`config.mk`:
```
export PLATFORM = sky130hd
export DESIGN_NAME = pgwalk_top
export DESIGN_NICKNAME = d
export VERILOG_FILES = /design/src/rtl/pgwalk_pkg.sv /design/src/rtl/pgwalk_addr.sv /design/src/rtl/pgwalk_entry.sv /design/src/rtl/pgwalk_ctrl.sv /design/src/rtl/pgwalk_top.sv
export SDC_FILE = /design/constraint.sdc
export NUM_CORES = 1
export LEC_CHECK = 0
export BUFFER_PORTS_ARGS = -buffer_cell sky130_fd_sc_hd__buf_2
export CAP_MARGIN = 20
export CELL_PAD_IN_SITES_DETAIL_PLACEMENT = 1
export CELL_PAD_IN_SITES_GLOBAL_PLACEMENT = 1
export CORE_UTILIZATION = 36
export DETAILED_ROUTE_END_ITERATION = 10
export PLACE_DENSITY_LB_ADDON = 0.1
export RECOVER_POWER = 25
export SETUP_SLACK_MARGIN = 0.4
export SLEW_MARGIN = 20
export SYNTH_ARGS = -nofsm -noshare
export SYNTH_HDL_FRONTEND = slang
export SYNTH_SLANG_ARGS = --single-unit
export TNS_END_PERCENT = 20
```
`constraint.sdc`:
```
create_clock -name clk -period 1.6 [get_ports clk]
set_clock_uncertainty 0.1 [all_clocks]
set_input_delay 0.16 -clock clk [delete_from_list [all_inputs] [get_ports clk]]
set_output_delay 0.16 -clock clk [all_outputs]
set_load 0.03 [all_outputs]
```
`src/rtl/pgwalk_pkg.sv`:
```
package pgwalk_pkg;

  // Entry flag positions decoded by the walker
  localparam int unsigned BIT_PRESENT  = 0;
  localparam int unsigned BIT_ACCESSED = 5;
  localparam int unsigned BIT_DIRTY    = 6;

  // Number of table levels walked
  localparam int unsigned NUM_LVL = 2;

  typedef enum logic [3:0] {
    ST_IDLE,
    ST_DIR_RD,
    ST_DIR_WAIT,
    ST_DIR_CHK,
    ST_DIR_WB,
    ST_TBL_RD,
    ST_TBL_WAIT,
    ST_TBL_CHK,
    ST_TBL_WB,
    ST_DONE
  } walk_st_e;

endpackage

```
`src/rtl/pgwalk_addr.sv`:
```
module pgwalk_addr #(
  parameter int ADDR_W  = 32,
  parameter int IDX_W   = 10,
  parameter int OFF_W   = 12,
  parameter int ENTRY_W = 32
) (
  input  logic [ADDR_W-1:0]        lin,
  input  logic [ADDR_W-OFF_W-1:0]  base_frame,
  input  logic [ADDR_W-OFF_W-1:0]  dir_frame,
  input  logic [ADDR_W-OFF_W-1:0]  leaf_frame,
  output logic [ADDR_W-1:0]        dir_ent_addr,
  output logic [ADDR_W-1:0]        tbl_ent_addr,
  output logic [ADDR_W-1:0]        leaf_phys
);
  localparam int ENT_SH  = $clog2(ENTRY_W / 8);
  localparam int DIR_LSB = OFF_W + IDX_W;
  localparam int TBL_LSB = OFF_W;

  logic [IDX_W-1:0] dir_idx;
  logic [IDX_W-1:0] tbl_idx;

  assign dir_idx = lin[DIR_LSB +: IDX_W];
  assign tbl_idx = lin[TBL_LSB +: IDX_W];

  // Entry address = table frame, index scaled by entry size
  assign dir_ent_addr = {base_frame, dir_idx, {ENT_SH{1'b0}}};
  assign tbl_ent_addr = {dir_frame,  tbl_idx, {ENT_SH{1'b0}}};
  assign leaf_phys    = {leaf_frame, lin[OFF_W-1:0]};

endmodule

```
`src/rtl/pgwalk_entry.sv`:
```
module pgwalk_entry
  import pgwalk_pkg::*;
#(
  parameter int ENTRY_W = 32,
  parameter bit LEAF    = 1'b0
) (
  input  logic [ENTRY_W-1:0] ent,
  input  logic               is_write,
  output logic               present,
  output logic               wb_need,
  output logic [ENTRY_W-1:0] wb_data
);
  localparam logic [ENTRY_W-1:0] A_MASK = ENTRY_W'(1) << BIT_ACCESSED;
  localparam logic [ENTRY_W-1:0] D_MASK = ENTRY_W'(1) << BIT_DIRTY;

  logic [ENTRY_W-1:0] set_mask;

  generate
    if (LEAF) begin : g_leaf
      // Final level: accessed always, dirty on write
      assign set_mask = A_MASK | (is_write ? D_MASK : '0);
    end else begin : g_dir
      // Directory level: accessed only, dirty left as read
      logic unused_wr;
      assign unused_wr = is_write;
      assign set_mask  = A_MASK;
    end
  endgenerate

  assign present = ent[BIT_PRESENT];
  assign wb_data = ent | set_mask;
  assign wb_need = present && (wb_data != ent);

endmodule

```
`src/rtl/pgwalk_ctrl.sv`:
```
module pgwalk_ctrl
  import pgwalk_pkg::*;
#(
  parameter int ADDR_W  = 32,
  parameter int OFF_W   = 12,
  parameter int ENTRY_W = 32
) (
  input  logic                      clk,
  input  logic                      rst_n,
  input  logic                      req_valid,
  output logic                      req_ready,
  input  logic [ADDR_W-1:0]         req_lin,
  input  logic                      req_write,
  input  logic                      pg_enable,
  input  logic [ADDR_W-OFF_W-1:0]   base_frame_in,
  output logic [ADDR_W-1:0]         lin_q,
  output logic                      wr_q,
  output logic [ADDR_W-OFF_W-1:0]   base_frame_q,
  output logic [ENTRY_W-1:0]        ent_q,
  output logic [ADDR_W-OFF_W-1:0]   pde_frame_q,
  input  logic [ADDR_W-1:0]         dir_ent_addr,
  input  logic [ADDR_W-1:0]         tbl_ent_addr,
  input  logic [ADDR_W-1:0]         leaf_phys,
  input  logic [NUM_LVL-1:0]        present,
  input  logic [NUM_LVL-1:0]        wb_need,
  input  logic [ENTRY_W-1:0]        wb_data_dir,
  input  logic [ENTRY_W-1:0]        wb_data_tbl,
  output logic                      mem_req_valid,
  input  logic                      mem_req_ready,
  output logic                      mem_req_we,
  output logic [ADDR_W-1:0]         mem_req_addr,
  output logic [ENTRY_W-1:0]        mem_req_wdata,
  input  logic                      mem_rsp_valid,
  input  logic [ENTRY_W-1:0]        mem_rsp_rdata,
  output logic                      rsp_done,
  output logic [ADDR_W-1:0]         rsp_phys,
  output logic                      rsp_fault
);
  localparam int FRAME_W = ADDR_W - OFF_W;

  walk_st_e          state_q, state_d;
  logic              lin_en, ent_en, pde_en, res_en;
  logic [ADDR_W-1:0] res_phys_d, res_phys_q;
  logic              res_fault_d, res_fault_q;

  // ---------------- next state ----------------
  always_comb begin
    state_d     = state_q;
    lin_en      = 1'b0;
    ent_en      = 1'b0;
    pde_en      = 1'b0;
    res_en      = 1'b0;
    res_phys_d  = '0;
    res_fault_d = 1'b0;
    unique case (state_q)
      ST_IDLE: begin
        if (req_valid) begin
          lin_en = 1'b1;
          if (pg_enable) begin
            state_d = ST_DIR_RD;
          end else begin
            state_d    = ST_DONE;
            res_en     = 1'b1;
            res_phys_d = req_lin;
          end
        end
      end
      ST_DIR_RD:   if (mem_req_ready) state_d = ST_DIR_WAIT;
      ST_DIR_WAIT: begin
        if (mem_rsp_valid) begin
          ent_en  = 1'b1;
          state_d = ST_DIR_CHK;
        end
      end
      ST_DIR_CHK: begin
        if (!present[0]) begin
          res_en      = 1'b1;
          res_fault_d = 1'b1;
          state_d     = ST_DONE;
        end else begin
          pde_en  = 1'b1;
          state_d = wb_need[0] ? ST_DIR_WB : ST_TBL_RD;
        end
      end
      ST_DIR_WB:   if (mem_req_ready) state_d = ST_TBL_RD;
      ST_TBL_RD:   if (mem_req_ready) state_d = ST_TBL_WAIT;
      ST_TBL_WAIT: begin
        if (mem_rsp_valid) begin
          ent_en  = 1'b1;
          state_d = ST_TBL_CHK;
        end
      end
      ST_TBL_CHK: begin
        res_en = 1'b1;
        if (!present[1]) begin
          res_fault_d = 1'b1;
          state_d     = ST_DONE;
        end else begin
          res_phys_d = leaf_phys;
          state_d    = wb_need[1] ? ST_TBL_WB : ST_DONE;
        end
      end
      ST_TBL_WB:   if (mem_req_ready) state_d = ST_DONE;
      ST_DONE:     state_d = ST_IDLE;
      default:     state_d = ST_IDLE;
    endcase
  end

  // ---------------- registers ----------------
  always_ff @(posedge clk or negedge rst_n) begin
    if (!rst_n) state_q <= ST_IDLE;
    else        state_q <= state_d;
  end

  always_ff @(posedge clk) begin
    if (lin_en) begin
      lin_q        <= req_lin;
      wr_q         <= req_write;
      base_frame_q <= base_frame_in;
    end
  end

  always_ff @(posedge clk) begin
    if (ent_en) ent_q <= mem_rsp_rdata;
  end

  always_ff @(posedge clk) begin
    if (pde_en) pde_frame_q <= ent_q[ENTRY_W-1 -: FRAME_W];
  end

  always_ff @(posedge clk) begin
    if (res_en) begin
      res_phys_q  <= res_phys_d;
      res_fault_q <= res_fault_d;
    end
  end

  // ---------------- outputs ----------------
  logic in_dir, in_wb;
  assign in_dir        = (state_q == ST_DIR_RD) || (state_q == ST_DIR_WB);
  assign in_wb         = (state_q == ST_DIR_WB) || (state_q == ST_TBL_WB);
  assign mem_req_valid = in_dir || in_wb || (state_q == ST_TBL_RD);
  assign mem_req_we    = in_wb;
  assign mem_req_addr  = in_dir ? dir_ent_addr : tbl_ent_addr;
  assign mem_req_wdata = (state_q == ST_DIR_WB) ? wb_data_dir : wb_data_tbl;

  assign req_ready = (state_q == ST_IDLE);
  assign rsp_done  = (state_q == ST_DONE);
  assign rsp_phys  = res_phys_q;
  assign rsp_fault = rsp_done && res_fault_q;

  // ---------------- assertions ----------------
  AST_MEM_REQ_HELD: assert property (@(posedge clk) disable iff (!rst_n)
    mem_req_valid && !mem_req_ready |=> mem_req_valid && $stable(mem_req_we)
      && $stable(mem_req_addr) && $stable(mem_req_wdata));

  AST_DONE_SINGLE: assert property (@(posedge clk) disable iff (!rst_n)
    rsp_done |=> !rsp_done && req_ready);

  AST_BYPASS_NEXT: assert property (@(posedge clk) disable iff (!rst_n)
    req_valid && req_ready && !pg_enable |=> rsp_done && !rsp_fault && (rsp_phys == $past(req_lin)));

  AST_WAIT_FOR_DATA: assert property (@(posedge clk) disable iff (!rst_n)
    mem_req_valid && mem_req_ready && !mem_req_we |=> !mem_req_valid && !rsp_done);

endmodule

```
`src/rtl/pgwalk_top.sv`:
```
module pgwalk_top
  import pgwalk_pkg::*;
#(
  parameter int ADDR_W = 32,
  parameter int IDX_W  = 10,
  parameter int OFF_W  = 12
) (
  input  logic              clk,
  input  logic              rst_n,
  input  logic              req_valid,
  output logic              req_ready,
  input  logic [ADDR_W-1:0] req_lin,
  input  logic              req_write,
  input  logic              pg_enable,
  input  logic [ADDR_W-1:0] dir_base,
  output logic              rsp_done,
  output logic [ADDR_W-1:0] rsp_phys,
  output logic              rsp_fault,
  output logic              mem_req_valid,
  input  logic              mem_req_ready,
  output logic              mem_req_we,
  output logic [ADDR_W-1:0] mem_req_addr,
  output logic [ADDR_W-1:0] mem_req_wdata,
  input  logic              mem_rsp_valid,
  input  logic [ADDR_W-1:0] mem_rsp_rdata
);
  localparam int ENTRY_W = ADDR_W;
  localparam int FRAME_W = ADDR_W - OFF_W;

  // Reset: asynchronous assertion, synchronous release
  logic [1:0] rst_sync_q;
  logic       rst_int_n;
  always_ff @(posedge clk or negedge rst_n) begin
    if (!rst_n) rst_sync_q <= '0;
    else        rst_sync_q <= {rst_sync_q[0], 1'b1};
  end
  assign rst_int_n = rst_sync_q[1];

  logic unused_base;
  assign unused_base = ^dir_base[OFF_W-1:0];

  logic [ADDR_W-1:0]  lin_q;
  logic               wr_q;
  logic [FRAME_W-1:0] base_frame_q;
  logic [ENTRY_W-1:0] ent_q;
  logic [FRAME_W-1:0] pde_frame_q;
  logic [ADDR_W-1:0]  dir_ent_addr, tbl_ent_addr, leaf_phys;
  logic [NUM_LVL-1:0] present, wb_need;
  logic [ENTRY_W-1:0] wb_data [NUM_LVL];

  pgwalk_ctrl #(.ADDR_W(ADDR_W), .OFF_W(OFF_W), .ENTRY_W(ENTRY_W)) u_ctrl (
    .clk           (clk),
    .rst_n         (rst_int_n),
    .req_valid     (req_valid),
    .req_ready     (req_ready),
    .req_lin       (req_lin),
    .req_write     (req_write),
    .pg_enable     (pg_enable),
    .base_frame_in (dir_base[ADDR_W-1:OFF_W]),
    .lin_q         (lin_q),
    .wr_q          (wr_q),
    .base_frame_q  (base_frame_q),
    .ent_q         (ent_q),
    .pde_frame_q   (pde_frame_q),
    .dir_ent_addr  (dir_ent_addr),
    .tbl_ent_addr  (tbl_ent_addr),
    .leaf_phys     (leaf_phys),
    .present       (present),
    .wb_need       (wb_need),
    .wb_data_dir   (wb_data[0]),
    .wb_data_tbl   (wb_data[1]),
    .mem_req_valid (mem_req_valid),
    .mem_req_ready (mem_req_ready),
    .mem_req_we    (mem_req_we),
    .mem_req_addr  (mem_req_addr),
    .mem_req_wdata (mem_req_wdata),
    .mem_rsp_valid (mem_rsp_valid),
    .mem_rsp_rdata (mem_rsp_rdata),
    .rsp_done      (rsp_done),
    .rsp_phys      (rsp_phys),
    .rsp_fault     (rsp_fault)
  );

  pgwalk_addr #(.ADDR_W(ADDR_W), .IDX_W(IDX_W), .OFF_W(OFF_W), .ENTRY_W(ENTRY_W)) u_addr (
    .lin          (lin_q),
    .base_frame   (base_frame_q),
    .dir_frame    (pde_frame_q),
    .leaf_frame   (ent_q[ENTRY_W-1 -: FRAME_W]),
    .dir_ent_addr (dir_ent_addr),
    .tbl_ent_addr (tbl_ent_addr),
    .leaf_phys    (leaf_phys)
  );

  // One entry evaluator per level; level 1 is the final one
  for (genvar lv = 0; lv < NUM_LVL; lv++) begin : g_lvl
    pgwalk_entry #(.ENTRY_W(ENTRY_W), .LEAF(lv == NUM_LVL - 1)) u_entry (
      .ent      (ent_q),
      .is_write (wr_q),
      .present  (present[lv]),
      .wb_need  (wb_need[lv]),
      .wb_data  (wb_data[lv])
    );
  end

  // ---------------- assertions ----------------
  logic [ADDR_W-1:0] last_rd_addr_q;
  always_ff @(posedge clk) begin
    if (mem_req_valid && mem_req_ready && !mem_req_we) last_rd_addr_q <= mem_req_addr;
  end

  AST_WB_SAME_ADDR: assert property (@(posedge clk) disable iff (!rst_int_n)
    mem_req_valid && mem_req_we |-> mem_req_addr == last_rd_addr_q);

  AST_WB_ACCESSED: assert property (@(posedge clk) disable iff (!rst_int_n)
    mem_req_valid && mem_req_we |-> mem_req_wdata[BIT_ACCESSED] && mem_req_wdata[BIT_PRESENT]);

  AST_IDLE_NO_MEM: assert property (@(posedge clk) disable iff (!rst_int_n)
    req_ready |-> !mem_req_valid);

  AST_FAULT_GATED: assert property (@(posedge clk) disable iff (!rst_int_n)
    !rsp_done |-> !rsp_fault);

endmodule

```
==> summary.txt, run 1 <==
Outcome
  – Result of the run: finished, violations left
  – Failing checks: setup timing

Drt
  – Sum of routed wire length over all layers: 15.7 mm
  – Violation count after the first detailed-routing iteration: 154
  – WL/cell: ~19 um
  – Vias after detailed routing: approximately 3700
  – ANT nets after route: 0
  – First drt pass iteration count: 6
  – Via density per instance: between 4 and 5
  – Total DRC errors in the routed layout: 0

Synthesis
  – Dominant cell type by area after synthesis: sky130_fd_sc_hd__edfxtp_1
  – Sequential fraction of the synthesis area: 75.6%
  – Synthesized instance count: 301
  – Syn_area_per_cell: 18.9 um^2
  – Share of synthesized cell area in and, or, nand and nor gates: 3.28%
  – Netlist cell types: 33
  – Main combinational cell family by area after synthesis: multiplexers
  – Cell area after synthesis: 5680 um^2
  – Mux contribution to synthesized area: roughly 8.3%
  – Compound-cell area share of the yosys netlist: about 6.1%
  – Post-synthesis adder-cell area fraction: 0%
  – Share of the synthesized area in the top cell type: between 70 and 80%
  – Fraction of registers with async set or reset after synthesis: 4.17%
  – Top cells by area in the synthesized netlist: sky130_fd_sc_hd__edfxtp_1 73%, sky130_fd_sc_hd__mux2_4 7.9%, sky130_fd_sc_hd__a22o_1 4.9%
  – Main synth FF type: sky130_fd_sc_hd__edfxtp_1
  – Synthesis warning total: 0
  – Number of enable flip-flop cells after synthesis: about 140
  – Share of the synthesized netlist area taken by xor and xnor gates: less than 1%
  – Post-synthesis sequential element count: 144

GRT
  – Antenna violations before repair: 0
  – Maximum number of pins on one net before global-route repair: 44
  – Final global-route overflow total: 0
  – Via count of the first global-routing pass: 4154
  – Global routing usage summed across all routing layers: about a fifth
  – Global-route wire length before repair: about 23 mm

Layout
  – Area Growth Syn to Fin: 66.4%
  – Most common cell after layout, fill and taps aside: sky130_fd_sc_hd__edfxtp_1
  – Commonest cells after routing, fill and taps aside: 138 x sky130_fd_sc_hd__edfxtp_1, 104 x sky130_fd_sc_hd__buf_6, 89 x sky130_fd_sc_hd__dlygate4sd3_1, 86 x sky130_fd_sc_hd__buf_2, 32 x sky130_fd_sc_hd__a22o_1
  – Number of nets in the layout: 705
  – Fraction of layout cells with a size suffix above 1: 50.6%
  – End-of-flow core utilization: 61.7%
  – Inserted Diodes: 0
  – Fill count: between 1000 and 1500

Timing
  – FMAX: 448 MHz
  – Slew Limit Fails: 0
  – Fraction of the cycle the final worst path needs: 140%
  – Final critical delay including setup and external delays: 2230 ps
  – Worst path setup slack after routing: -634 ps
  – Number of setup violations in the final report: a little over 200
  – Total Neg Setup Slack: -80430 ps
  – Slew HR: a little over three fifths
  – Setup repair after global routing missed its margin: yes
  – Endpoints failing hold: 0
  – Transition at the pin with the smallest max-transition slack: 561 ps

Setup path
  – Reg-to-reg critical path startpoint: u_ctrl.state_q[0]
  – Critical path class: reg2out
  – Crit path DAT: 1970 ps
  – Kind of launch point of the worst setup path: flop
  – Kind of capture point of the worst setup path: output pin
  – Launch point of the critical path: u_ctrl.state_q[2]
  – Reg2Reg Setup Slack: -570 ps
  – Required @ worst endpoint: 1340 ps
  – Depth of the worst register-to-register path: 7
  – Endpoint of the worst setup timing path: mem_req_addr[8]
  – End of the worst register-to-register path: u_ctrl.rsp_phys[24]
  – CP max FO: 11

Clock tree
  – Worst-skew pair later-pin latency: 420 ps
  – Master cell of the clock root buffer: sky130_fd_sc_hd__clkbuf_16
  – Bufs on Longest Clock Path: 2
  – Clock buffers created by TritonCTS: 17
  – H-tree levels: 4
  – Number of sinks driven by the clock tree: 144
  – Clock tree from TritonCTS: done
  – Clock edge transition at the registers on the reported setup and hold paths: 60 ps

Floorplan
  – X dimension of the die: about 130 um
  – Area of the core region: 15300 um^2
  – Effective utilization at floorplan: 37.1%
  – Site Rows: 45
  – Area of the die: 16300 um^2
  – Boundary pin count: 204
  – Chip height: 128 um

Placed design
  – Number of input and output port buffers inserted: 188
  – Final HPWL from detailed placement: 9.35 mm
  – GPL Wtd Cong: 0.732

Power
  – Net switching power: 5.43 mW
  – Clock share of power: 24.3%
  – Worst IR drop on VDD: 0.913 mV
  – Combinational fraction of design power: 43.8%
  – P_leak: 3.80 nW
  – Internal power: 11.0 mW
  – Sequential group share of total power: 31.9%
  – Switching share of power: 33.1%
  – PD cells: 1730 nW/um^2

Flow run
  – Total of max-cap violations: 0

Min path
  – Kind of path behind the tightest hold check: in2reg
-- area by class of cell --
class	count	area (um^2)	share of cell area (%)
sequential	144	4300	45.4
timing repair buffer	326	3150	33.3
multi-input combinational	112	1150	12.1
clock buffer	17	425	4.50
tap	211	264	2.79
clock inverter	15	169	1.79
inverter	1	8.76	0.0926
-- power by group through the flow --
stage	clock [mW]	sequential, mW	combinational [mW]
detailed placement	0	5.26	5.37
finish	3.99	5.24	7.18
floorplan	0	5.55	3.44
global route	4.19	5.30	7.53
global placement	0	5.22	5.32
CTS	4.05	5.24	6.81
-- sequential cells by signal (all words and copies together), names as in the netlist --
name and cells:
rst_sync_q 2, u_ctrl.base_frame_q 20, u_ctrl.ent_q 32, u_ctrl.lin_q 32
u_ctrl.pde_frame_q 20, u_ctrl.res_fault_q 1, u_ctrl.rsp_phys 32, u_ctrl.state_q 4
u_ctrl.wr_q 1
-- critical path: stages, from the launching register on --
cell	delay, ps
sky130_fd_sc_hd__dfrtp_1	400
sky130_fd_sc_hd__xnor2_1	130
sky130_fd_sc_hd__or3_4	390
sky130_fd_sc_hd__buf_12	180
sky130_fd_sc_hd__mux2_4	310
sky130_fd_sc_hd__buf_6	140
-- cells in the mapped netlist (all sizes together), types with 2 or more instances --
master  count
buf        45
mux2i       2
dfrtp       6
o21ai       3
nand2       4
a21oi       2
nor3        5
a22o       32
edfxtp    138
nor2        6
conb        2
mux2       30
nand2b      5
clkbuf      2
and3        2
nor2b       3
-- cell families (layout without fill, tap and decap cells) --
kind of cell,Yosys count,in the layout
flip-flops,144,144
buffers and inverters,48,359
AO/OA/AOI/OAI,42,42
multiplexers,32,32
AND/OR/NAND/NOR,31,32
other,2,4
XOR/XNOR,2,2
-- metrics by stage --
step | std cells | power [mW] | hold WS (ps) | setup WS [ps] | area, um^2
2_1_floorplan | 303 | 8.98 | -236 | -1010 | 5710
3_3_place_gp | 680 | 10.5 | -153 | -298 | 6880
3_5_place_dp | 680 | 10.6 | -152 | -427 | 6880
4_1_cts | 815 | 16.1 | 4.66 | -661 | 9220
5_1_grt | 826 | 17.0 | 37.6 | -697 | 9460
6_report | 826 | 16.4 | 49.8 | -634 | 9460
-- worst min-delay path by stage --
| stage | from | endpoint | slack [ps] | depth (start not counted) |
|---|---|---|---|---|
| after floorplan | rst_n | rst_sync_q[0] | -240 | 0 |
| after global placement | rst_n | rst_sync_q[0] | -150 | 1 |
| after detailed placement | rst_n | rst_sync_q[0] | -150 | 1 |
| after CTS | pg_enable | u_ctrl.state_q[3] | 5 | 3 |
| after global routing | pg_enable | u_ctrl.state_q[3] | 40 | 3 |
| final | pg_enable | u_ctrl.state_q[3] | 50 | 3 |
-- layer usage --
| layer | vias to the layer above | wire length [um] | track usage, % |
|---|---|---|---|
| met5 | - | 0 | 0 |
| met4 | 0 | 125 | 6.16 |
| met3 | 9 | 860 | 6.37 |
| met2 | 131 | 8410 | 35.2 |
| met1 | 1848 | 6340 | 22.1 |
| li1 | 1741 | - | - |
-- repair_timing --
| item | CTS | global route |
|---|---|---|
| hold endpoints to repair | 124 | 0 |
| pin swaps | 4 | 6 |
| cloned | 4 | 3 |
| buffers inserted | 10 | 8 |
| gates resized for setup | 209 | 26 |
| endpoints found under the setup margin | 272 | 273 |
| hold buffers | 89 | 0 |
No activity file was read; power rests on OpenSTA's default activity.
==> inputs of run 2 (changes only) <==
- MAX_ROUTING_LAYER: default -> met4
==> run 2 against run 1 <==
  * The run still ends with setup timing left
  * Setup slack worse by 2.2 ps
  * Design area about the same
  * Register-to-register slack hardly changed
  * Utilization is essentially flat
  * Clock power hardly changed
  * Wire length down 0.15%
  * Count of clock-buffer cells in the layout unchanged
==> summary.txt, run 2 (synthesized netlist as in run 1, its figures left out) <==
Timing
  – Worst hold slack: between 50 and 60 ps
  – Number of setup violations in the final report: 205
  – Total Neg Setup Slack: -80480 ps
  – Slew Limit Fails: 0
  – Fraction of the cycle the final worst path needs: 140%
  – Endpoints failing hold: 0
  – Transition at the pin with the smallest max-transition slack: 571 ps
  – Worst path setup slack after routing: -636 ps
  – Setup repair after global routing missed its margin: yes
  – Slew HR: 61.8%
  – FMAX: 447 MHz
  – Final critical delay including setup and external delays: roughly 2200 ps

Floorplan
  – X dimension of the die: 128 um
  – Boundary pin count: just over 200
  – Area of the core region: 15300 um^2
  – Site Rows: 45
  – Area of the die: roughly 16000 um^2
  – Chip height: ~130 um
  – Effective utilization at floorplan: 37.1%

Placed design
  – Number of input and output port buffers inserted: 188
  – GPL Wtd Cong: between 0.7 and 0.8
  – Placed standard-cell area: 6880 um^2
  – Post-placement worst setup slack: -427 ps
  – Placed Cells: 680
  – Final HPWL from detailed placement: 9.35 mm

Setup path
  – Required @ worst endpoint: 1340 ps
  – Critical path class: reg2out
  – Kind of launch point of the worst setup path: flop
  – Kind of capture point of the worst setup path: output pin
  – Crit path DAT: 1980 ps
  – CP max FO: 11

Power
  – Worst IR drop on VDD: 0.909 mV
  – P_leak: 3.80 nW
  – Power consumption: 16.4 mW
  – PD cells: 1740 nW/um^2

GRT
  – Final global-route overflow total: 0
  – Global routing usage summed across all routing layers: about 20%
  – Via count of the first global-routing pass: 4160
  – Global-route wire length before repair: 23.0 mm
  – Maximum number of pins on one net before global-route repair: 44
  – Antenna violations before repair: 0

Clock tree
  – H-tree levels: 4
  – Worst-skew pair later-pin latency: 420 ps
  – Clock buffers created by TritonCTS: 17
  – Number of sinks driven by the clock tree: 144
  – Bufs on Longest Clock Path: 2
  – Master cell of the clock root buffer: sky130_fd_sc_hd__clkbuf_16
  – Clock edge transition at the registers on the reported setup and hold paths: 60 ps
  – Clock tree from TritonCTS: done

Drt
  – First drt pass iteration count: 4
  – Via density per instance: 4.52
  – Sum of routed wire length over all layers: between 15 and 20 mm
  – Total DRC errors in the routed layout: 0
  – WL/cell: 19.0 um
  – Vias after detailed routing: 3734
  – Violation count after the first detailed-routing iteration: 190
  – ANT nets after route: 0

Layout
  – Final std cell area, no fill: 9450 um^2
  – Commonest cells after routing, fill and taps aside: 138 x sky130_fd_sc_hd__edfxtp_1, 104 x sky130_fd_sc_hd__buf_6, 89 x sky130_fd_sc_hd__dlygate4sd3_1, 86 x sky130_fd_sc_hd__buf_2, 32 x sky130_fd_sc_hd__a22o_1
  – End-of-flow core utilization: 61.7%
  – Fraction of layout cells with a size suffix above 1: 50.6%
  – Area Growth Syn to Fin: 66.3%
  – Final Non-Filler Cells: 826
  – Number of nets in the layout: 705
  – Most common cell after layout, fill and taps aside: sky130_fd_sc_hd__edfxtp_1
  – Inserted Diodes: 0

Min path
  – Kind of path behind the tightest hold check: in2reg

Outcome
  – Result of the run: finished, violations left
  – Failing checks: setup timing

Flow run
  – Total of max-cap violations: 0
==> run 2: cell counts in the layout (fill, tap and decap cells not counted) <==
Identical to the previous run, type by type.
==> run 2: layout make-up <==
class / instances / area [um^2]
clock buffers: 17 / 425
clock inverters: 15 / 169
fillers: 1414 / 5860
inverters: 1 / 8.76
multi-input cells: 112 / 1150
flip-flops and latches: 144 / 4300
well taps: 211 / 264
repair buffers: 326 / 3140
==> run 2: repair_timing <==
action	in CTS	in global routing
endpoints found under the setup margin	272	273
hold endpoints to repair	124	0
pin swaps	4	6
hold buffers	89	0
setup buffers	10	8
gates cloned	4	3
resized for setup	209	25
==> run 2: power by group <==
group | switching, mW | internal (mW) | leakage [nW]
logic | 3.60 | 3.57 | 2.17
registers | 0.285 | 4.95 | 1.34
clock network | 1.55 | 2.44 | 0.282
==> run 2: path summary, 6_finish.rpt <==
kind / startpoint / endpoint / slack [ps] / cells after the start
max in group asynchronous: rst_sync_q[1] / u_ctrl.state_q[1] / 720 / 1
hold reg to reg: rst_sync_q[0] / rst_sync_q[1] / 250 / 0
setup / recovery: u_ctrl.state_q[2] / mem_req_addr[8] / -640 / 5
hold / removal: pg_enable / u_ctrl.state_q[3] / 60 / 3
min in group asynchronous: rst_n / rst_sync_q[0] / 480 / 3
setup reg to reg: u_ctrl.state_q[0] / u_ctrl.rsp_phys[24] / -570 / 7
==> run 2: worst max-delay path, cell delays in order, from the launching register on <==
cell                      delay, ps
sky130_fd_sc_hd__dfrtp_1        400
sky130_fd_sc_hd__xnor2_1        130
sky130_fd_sc_hd__or3_4          390
sky130_fd_sc_hd__buf_12         180
sky130_fd_sc_hd__mux2_4         310
sky130_fd_sc_hd__buf_6          140
==> run 2: per-layer routing <==
| metal | part of all wire (%) | track usage, % |
|---|---|---|
| met3 | 4.9 | 5.78 |
| met4 | 0.88 | 6.16 |
| met1 | 41 | 22.7 |
| met5 | 0 | - |
| met2 | 53 | 35.1 |
